$ cat config.mk
export PLATFORM = sky130hd
export DESIGN_NAME = wdt_shared_prescaler
export DESIGN_NICKNAME = d
export VERILOG_FILES = /design/src/rtl/wdt_pkg.sv /design/src/rtl/wdt_base_counter.sv /design/src/rtl/wdt_prescaler.sv /design/src/rtl/wdt_event_gen.sv /design/src/rtl/wdt_shared_prescaler.sv
export SDC_FILE = /design/constraint.sdc
export NUM_CORES = 1
export LEC_CHECK = 0
export BUFFER_PORTS_ARGS = -buffer_cell sky130_fd_sc_hd__buf_2
export CORE_AREA = 2 2 64 66
export CTS_CLUSTER_DIAMETER = 200
export CTS_CLUSTER_SIZE = 16
export DETAILED_ROUTE_END_ITERATION = 10
export DIE_AREA = 0 0 66 68
export PLACE_DENSITY_LB_ADDON = 0.2
export SYNTH_ARGS = -nofsm -noshare
export SYNTH_HDL_FRONTEND = slang
export SYNTH_HIERARCHICAL = 1
export SYNTH_SLANG_ARGS = --single-unit
$ cat constraint.sdc
create_clock -name clk -period 3.4 [get_ports clk]
set_input_delay 0 -clock clk [delete_from_list [all_inputs] [get_ports clk]]
set_output_delay 0 -clock clk [all_outputs]
set_load 0.01 [all_outputs]
$ cat src/rtl/wdt_pkg.sv
package wdt_pkg;
  typedef enum logic [1:0] {
    EV_NONE  = 2'd0,
    EV_RESET = 2'd1,
    EV_WAKE  = 2'd2
  } wdt_event_e;
endpackage

$ cat src/rtl/wdt_base_counter.sv
module wdt_base_counter #(
  parameter int BASE_TICKS = 4096,
  parameter int CNT_W      = $clog2(BASE_TICKS)
) (
  input  logic clk,
  input  logic rst_n,
  input  logic tick,
  input  logic enable,
  input  logic clear,
  output logic ovf
);
  localparam logic [CNT_W-1:0] LAST = CNT_W'(BASE_TICKS - 1);

  logic [CNT_W-1:0] cnt;

  // one wrap of the base period; a clear in the same cycle suppresses it
  assign ovf = enable && !clear && tick && (cnt == LAST);

  always_ff @(posedge clk or negedge rst_n) begin
    if (!rst_n) begin
      cnt <= '0;
    end else if (!enable || clear) begin
      cnt <= '0;
    end else if (tick) begin
      cnt <= (cnt == LAST) ? '0 : cnt + 1'b1;
    end
  end
endmodule

$ cat src/rtl/wdt_prescaler.sv
module wdt_prescaler #(
  parameter int STAGES = 8,
  parameter int SEL_W  = 4
) (
  input  logic             clk,
  input  logic             rst_n,
  input  logic             in_pulse,
  input  logic             clear,
  input  logic [SEL_W-1:0] sel,
  output logic             tap_hit
);
  localparam int TAPS = 2 ** SEL_W;

  logic [STAGES-1:0] cnt;
  logic [TAPS-1:0]   tap_ok;

  // tap k fires when the low k stages are all ones: divide by 2^k
  genvar k;
  generate
    for (k = 0; k < TAPS; k++) begin : g_tap
      if (k == 0) begin : g_pass
        assign tap_ok[k] = 1'b1;
      end else if (k <= STAGES) begin : g_stage
        assign tap_ok[k] = &cnt[k-1:0];
      end else begin : g_none
        assign tap_ok[k] = 1'b0;
      end
    end
  endgenerate

  assign tap_hit = in_pulse && tap_ok[sel];

  always_ff @(posedge clk or negedge rst_n) begin
    if (!rst_n) begin
      cnt <= '0;
    end else if (clear) begin
      cnt <= '0;
    end else if (in_pulse) begin
      cnt <= cnt + 1'b1;
    end
  end
endmodule

$ cat src/rtl/wdt_event_gen.sv
module wdt_event_gen
  import wdt_pkg::*;
(
  input  logic clk,
  input  logic rst_n,
  input  logic expire,
  input  logic asleep,
  input  logic restore,
  output logic rst_req,
  output logic wake_req,
  output logic to_n
);
  wdt_event_e kind;

  always_comb begin
    if (!expire)     kind = EV_NONE;
    else if (asleep) kind = EV_WAKE;
    else             kind = EV_RESET;
  end

  always_ff @(posedge clk or negedge rst_n) begin
    if (!rst_n) begin
      rst_req  <= 1'b0;
      wake_req <= 1'b0;
      to_n     <= 1'b1;
    end else begin
      rst_req  <= (kind == EV_RESET);
      wake_req <= (kind == EV_WAKE);
      if (restore)     to_n <= 1'b1;
      else if (expire) to_n <= 1'b0;
    end
  end
endmodule

$ cat src/rtl/wdt_shared_prescaler.sv
module wdt_shared_prescaler #(
  parameter int BASE_TICKS = 4096,
  parameter int PRE_STAGES = 8,
  parameter int RATE_W     = 3
) (
  input  logic              clk,
  input  logic              rst_n,
  input  logic              wdt_tick,
  input  logic              tmr_src,
  input  logic              wdt_en,
  input  logic              psa,
  input  logic [RATE_W-1:0] ps,
  input  logic              clrwdt,
  input  logic              sleep_enter,
  input  logic              asleep,
  output logic              rst_req,
  output logic              wake_req,
  output logic              to_n,
  output logic              tmr_tick
);
  localparam int CNT_W = (BASE_TICKS > 1) ? $clog2(BASE_TICKS) : 1;
  localparam int SEL_W = RATE_W + 1;

  logic             clr;
  logic             base_ovf;
  logic             pre_in;
  logic             pre_clear;
  logic             pre_hit;
  logic [SEL_W-1:0] sel;
  logic             expire;

  assign clr = clrwdt || sleep_enter;

  wdt_base_counter #(
    .BASE_TICKS(BASE_TICKS),
    .CNT_W     (CNT_W)
  ) u_base (
    .clk   (clk),
    .rst_n (rst_n),
    .tick  (wdt_tick),
    .enable(wdt_en),
    .clear (clr),
    .ovf   (base_ovf)
  );

  // the shared stage chain: fed by watchdog wraps or by the timer source
  assign pre_in    = psa ? base_ovf : tmr_src;
  assign pre_clear = psa && clr;
  assign sel       = psa ? {1'b0, ps} : ({1'b0, ps} + 1'b1);

  wdt_prescaler #(
    .STAGES(PRE_STAGES),
    .SEL_W (SEL_W)
  ) u_pre (
    .clk     (clk),
    .rst_n   (rst_n),
    .in_pulse(pre_in),
    .clear   (pre_clear),
    .sel     (sel),
    .tap_hit (pre_hit)
  );

  assign expire = psa ? pre_hit : base_ovf;

  wdt_event_gen u_evt (
    .clk     (clk),
    .rst_n   (rst_n),
    .expire  (expire),
    .asleep  (asleep),
    .restore (clr),
    .rst_req (rst_req),
    .wake_req(wake_req),
    .to_n    (to_n)
  );

  always_ff @(posedge clk or negedge rst_n) begin
    if (!rst_n) tmr_tick <= 1'b0;
    else        tmr_tick <= psa ? tmr_src : pre_hit;
  end
endmodule

==> impl_metrics.py <==
metrics = {
    "timing": {
        "fin_crit_ps": 2510,
        "maxSlewViolCount": 0,
        "fin_skew_ps": 7.96,
        "slew_headroom": 0.627,
        "max_freq_mhz": 399,
        "setup_viol": 0,
        "finalHoldViolCount": 0,
        "rsz0062_at_grt": "false",
        "fin_setup_tns_ps": 0,
        "finalCritPeriodShare": 0.737,
        "setup_ws_ps": 893,
        "worst_pin_slew_ps": 560,
    },
    "drt": {
        "vias": 1142,
        "dr.pass1.iters": 4,
        "drt_iter0_markers": 76,
        "antenna_left": 0,
        "vias_per_cell": 5.41,
        "wl_per_cell_um": 13.7,
        "wl_mm": 2.89,
        "drc": 0,
    },
    "clock_tree": {
        "clk_pin_slew_ps": 90,
        "ctsResizeCount": 0,
        "cts_buffer_depth": 2,
        "cts_setup_buffers": 0,
        "cts_hold_buf": 3,
        "cts.sink_count": 24,
        "htree_levels": 1,
        "cts_tree": "built",
        "clkLatencyLatePin_ps": 270,
        "cts_made_buffers": 3,
        "root_buffer": "clkbuf_8",
    },
    "synthesis": {
        "netlist_area_um2": 1450,
        "synth-seq-cells": 24,
        "synth_top_area_frac": 0.397,
        "netlist_instances": 142,
        "ys.flop_type": "dfrtp_1",
        "async_reset_ff_frac": 1.00,
        "synth_warnings": 6,
        "avgSynthCellArea_um2": 10.2,
        "synthTopCellsByArea": "dfrtp_1 40%, ha_1 4.3%, mux2_4 4.1%",
        "ys_seq_area_frac": 0.415,
        "syn_nets": 159,
        "synth_area_leader_cell": "dfrtp_1",
        "synth_cell_type_count": 44,
        "synth_edf_count": 0,
    },
    "outcome": {
        "run_status": "complete, no violations",
    },
    "critical_path": {
        "worstPathArrival_ps": 2700,
        "cp_slowest_cell": "or4_1",
        "path_class": "flip-flop to flip-flop",
        "crit_chain": "ha_1, nand2_1, nor3_1, and4b_2, mux2_4, o211ai_1, or4_1, a21oi_1",
        "critPathMaxStageDelay_ps": 490,
        "startpoint_type": "flip-flop",
        "setup.worst_path.end_class": "flip-flop",
        "required_ps": 3590,
        "path_max_fanout": 8,
    },
    "power_and_ir_drop": {
        "seq_power_share": 0.486,
        "combPwrFrac": 0.100,
        "clkPwrFrac": 0.413,
        "p_switching_mw": 0.132,
        "p_int_mw": 0.475,
        "powerDensity_nw_per_um2": 365,
        "p_leak_nw": 0.741,
        "ir_drop_uv": 186,
        "p_sw_frac": 0.218,
    },
    "placement": {
        "place.gp.congestion": 0.828,
        "dp_hpwl_mm": 2.13,
        "numPortBuffers": 15,
        "dpl_worst_slack_ps": 913,
    },
    "grt": {
        "grt_first_pass_wirelength_mm": 4.97,
        "gr-total-overflow": 0,
        "grt_usage": 0.144,
        "grt_pass1_vias": 1124,
        "antenna_found_initial": 0,
        "grt_max_degree": 25,
    },
    "floorplan": {
        "fp.dieArea_um2": 4490,
        "row_count": 23,
        "coreArea_um2": 3860,
        "pin_count": 16,
        "die_h_um": 68,
        "start_util": 0.376,
        "die_x_um": 66,
    },
    "finish": {
        "multiInputGateArea_um2": 806,
        "fillers": 399,
        "diodes": 0,
        "register_area_um2": 602,
        "finalNetCount": 179,
        "drive_above_1_share": 0.217,
        "areaGrowthSynthToFinish_pct": 14.7,
    },
    "job": {
        "maxCapViolations": 0,
    },
    "min_path": {
        "hp-class": "input port to flip-flop",
    },
}
[sequential cells by signal, indices dropped and copies added, names as in the netlist]
register	count
u_pre/cnt	8
tmr_tick	1
u_evt/rst_req	1
u_evt/wake_req	1
u_evt/to_n	1
u_base/cnt	12
[kinds of logic after synthesis]
group	share of synthesized area
AO/OA/AOI/OAI	0.127
XOR/XNOR	0.0484
adder cells (fa/ha/maj)	0.0432
buffers and inverters	0.0285
flip-flops	0.415
multiplexers	0.0769
AND/OR/NAND/NOR	0.261
[layout by cell type, fill, tap and decap left out, types with 2 or more instances in the layout]
| master | synthesis | routed |
|---|---|---|
| and2_2 | 2 | 2 |
| o31ai_1 | 2 | 2 |
| nand2_1 | 13 | 13 |
| nor3_1 | 2 | 2 |
| mux2_4 | 4 | 4 |
| nand3b_1 | 3 | 3 |
| a21oi_1 | 4 | 4 |
| or4_1 | 3 | 3 |
| nand4_1 | 3 | 3 |
| ha_1 | 5 | 5 |
| mux2i_1 | 4 | 4 |
| buf_2 | 0 | 15 |
| nor4_1 | 2 | 2 |
| a22oi_1 | 2 | 2 |
| xnor2_1 | 5 | 5 |
| nand3_1 | 11 | 11 |
| xor2_1 | 3 | 3 |
| o21ai_0 | 2 | 2 |
| dfrtp_1 | 23 | 23 |
| inv_1 | 4 | 4 |
| dlygate4sd3_1 | 0 | 3 |
| and3_1 | 2 | 2 |
| clkbuf_8 | 0 | 3 |
| or3_1 | 2 | 2 |
| nor2_1 | 16 | 16 |
| o211ai_1 | 2 | 2 |
| and4b_2 | 2 | 2 |
[final cells by class]
type	instances	area share
sequential	24	0.362
tap	50	0.0377
multi-input combinational	111	0.485
clock buffer	3	0.0248
clock inverter	1	0.0181
inverter	4	0.00904
timing repair buffer	18	0.0633
[synth_stat cells, drive strengths merged, types with 4 or more instances]
cell and instances:
nor2 16, dfrtp 23, inv 4, ha 5, mux2i 4, mux2 5
nand3 11, xnor2 5, nand2 13, a21oi 4
[worst max-delay path: cells and delay by family, from the launching register on]
family / cells / cell delay [ps]
multiplexers: 1 / 220
AND/OR/NAND/NOR: 4 / 1130
adder cells (fa/ha/maj): 1 / 330
flip-flops: 1 / 450
AO/OA/AOI/OAI: 2 / 300
[power groups by stage]
| stage | logic (mW) | registers (mW) | clock network [mW] |
|---|---|---|---|
| floorplan | 0.0381 | 0.301 | 0 |
| detailed placement | 0.0591 | 0.301 | 0 |
| global route | 0.0683 | 0.296 | 0.270 |
| finish | 0.0610 | 0.295 | 0.251 |
| global placement | 0.0576 | 0.300 | 0 |
| CTS | 0.0622 | 0.295 | 0.261 |
[routing by layer]
layer / part of all wire / GRT usage / up-vias
li1: - / - / 565
met1: 0.47 / 0.180 / 553
met2: 0.48 / 0.244 / 22
met3: 0.039 / 0.0263 / 2
met4: 0.0087 / 0.0663 / 0
met5: 0 / 0 / -
[through the flow]
step                      utilization  hold slack (ps)  instance area [um^2]  power (mW)  std cells
after detailed placement        0.405             35.6                  1560       0.360        204
after global placement          0.405             22.4                  1560       0.358        204
after floorplan                     -             -296                  1450       0.339        142
final                           0.431             83.6                  1660       0.607        211
after global routing            0.431              114                  1660       0.635        211
after CTS                       0.431             84.8                  1660       0.618        211
[worst paths after layout]
kind                               startpoint      endpoint  slack, ps  depth (start not counted)
worst max-delay path            u_base/cnt[1]  u_pre/cnt[7]        890                          8
worst min-delay path                   clrwdt    u_evt/to_n         80                          3
worst max register to register  u_base/cnt[1]  u_pre/cnt[7]        890                          8
worst min register to register     u_evt/to_n    u_evt/to_n        530                          1
max in group asynchronous               rst_n    u_evt/to_n       2770                          2
min in group asynchronous               rst_n  u_pre/cnt[4]        250                          2
No activity file was read; power rests on OpenSTA's default activity.
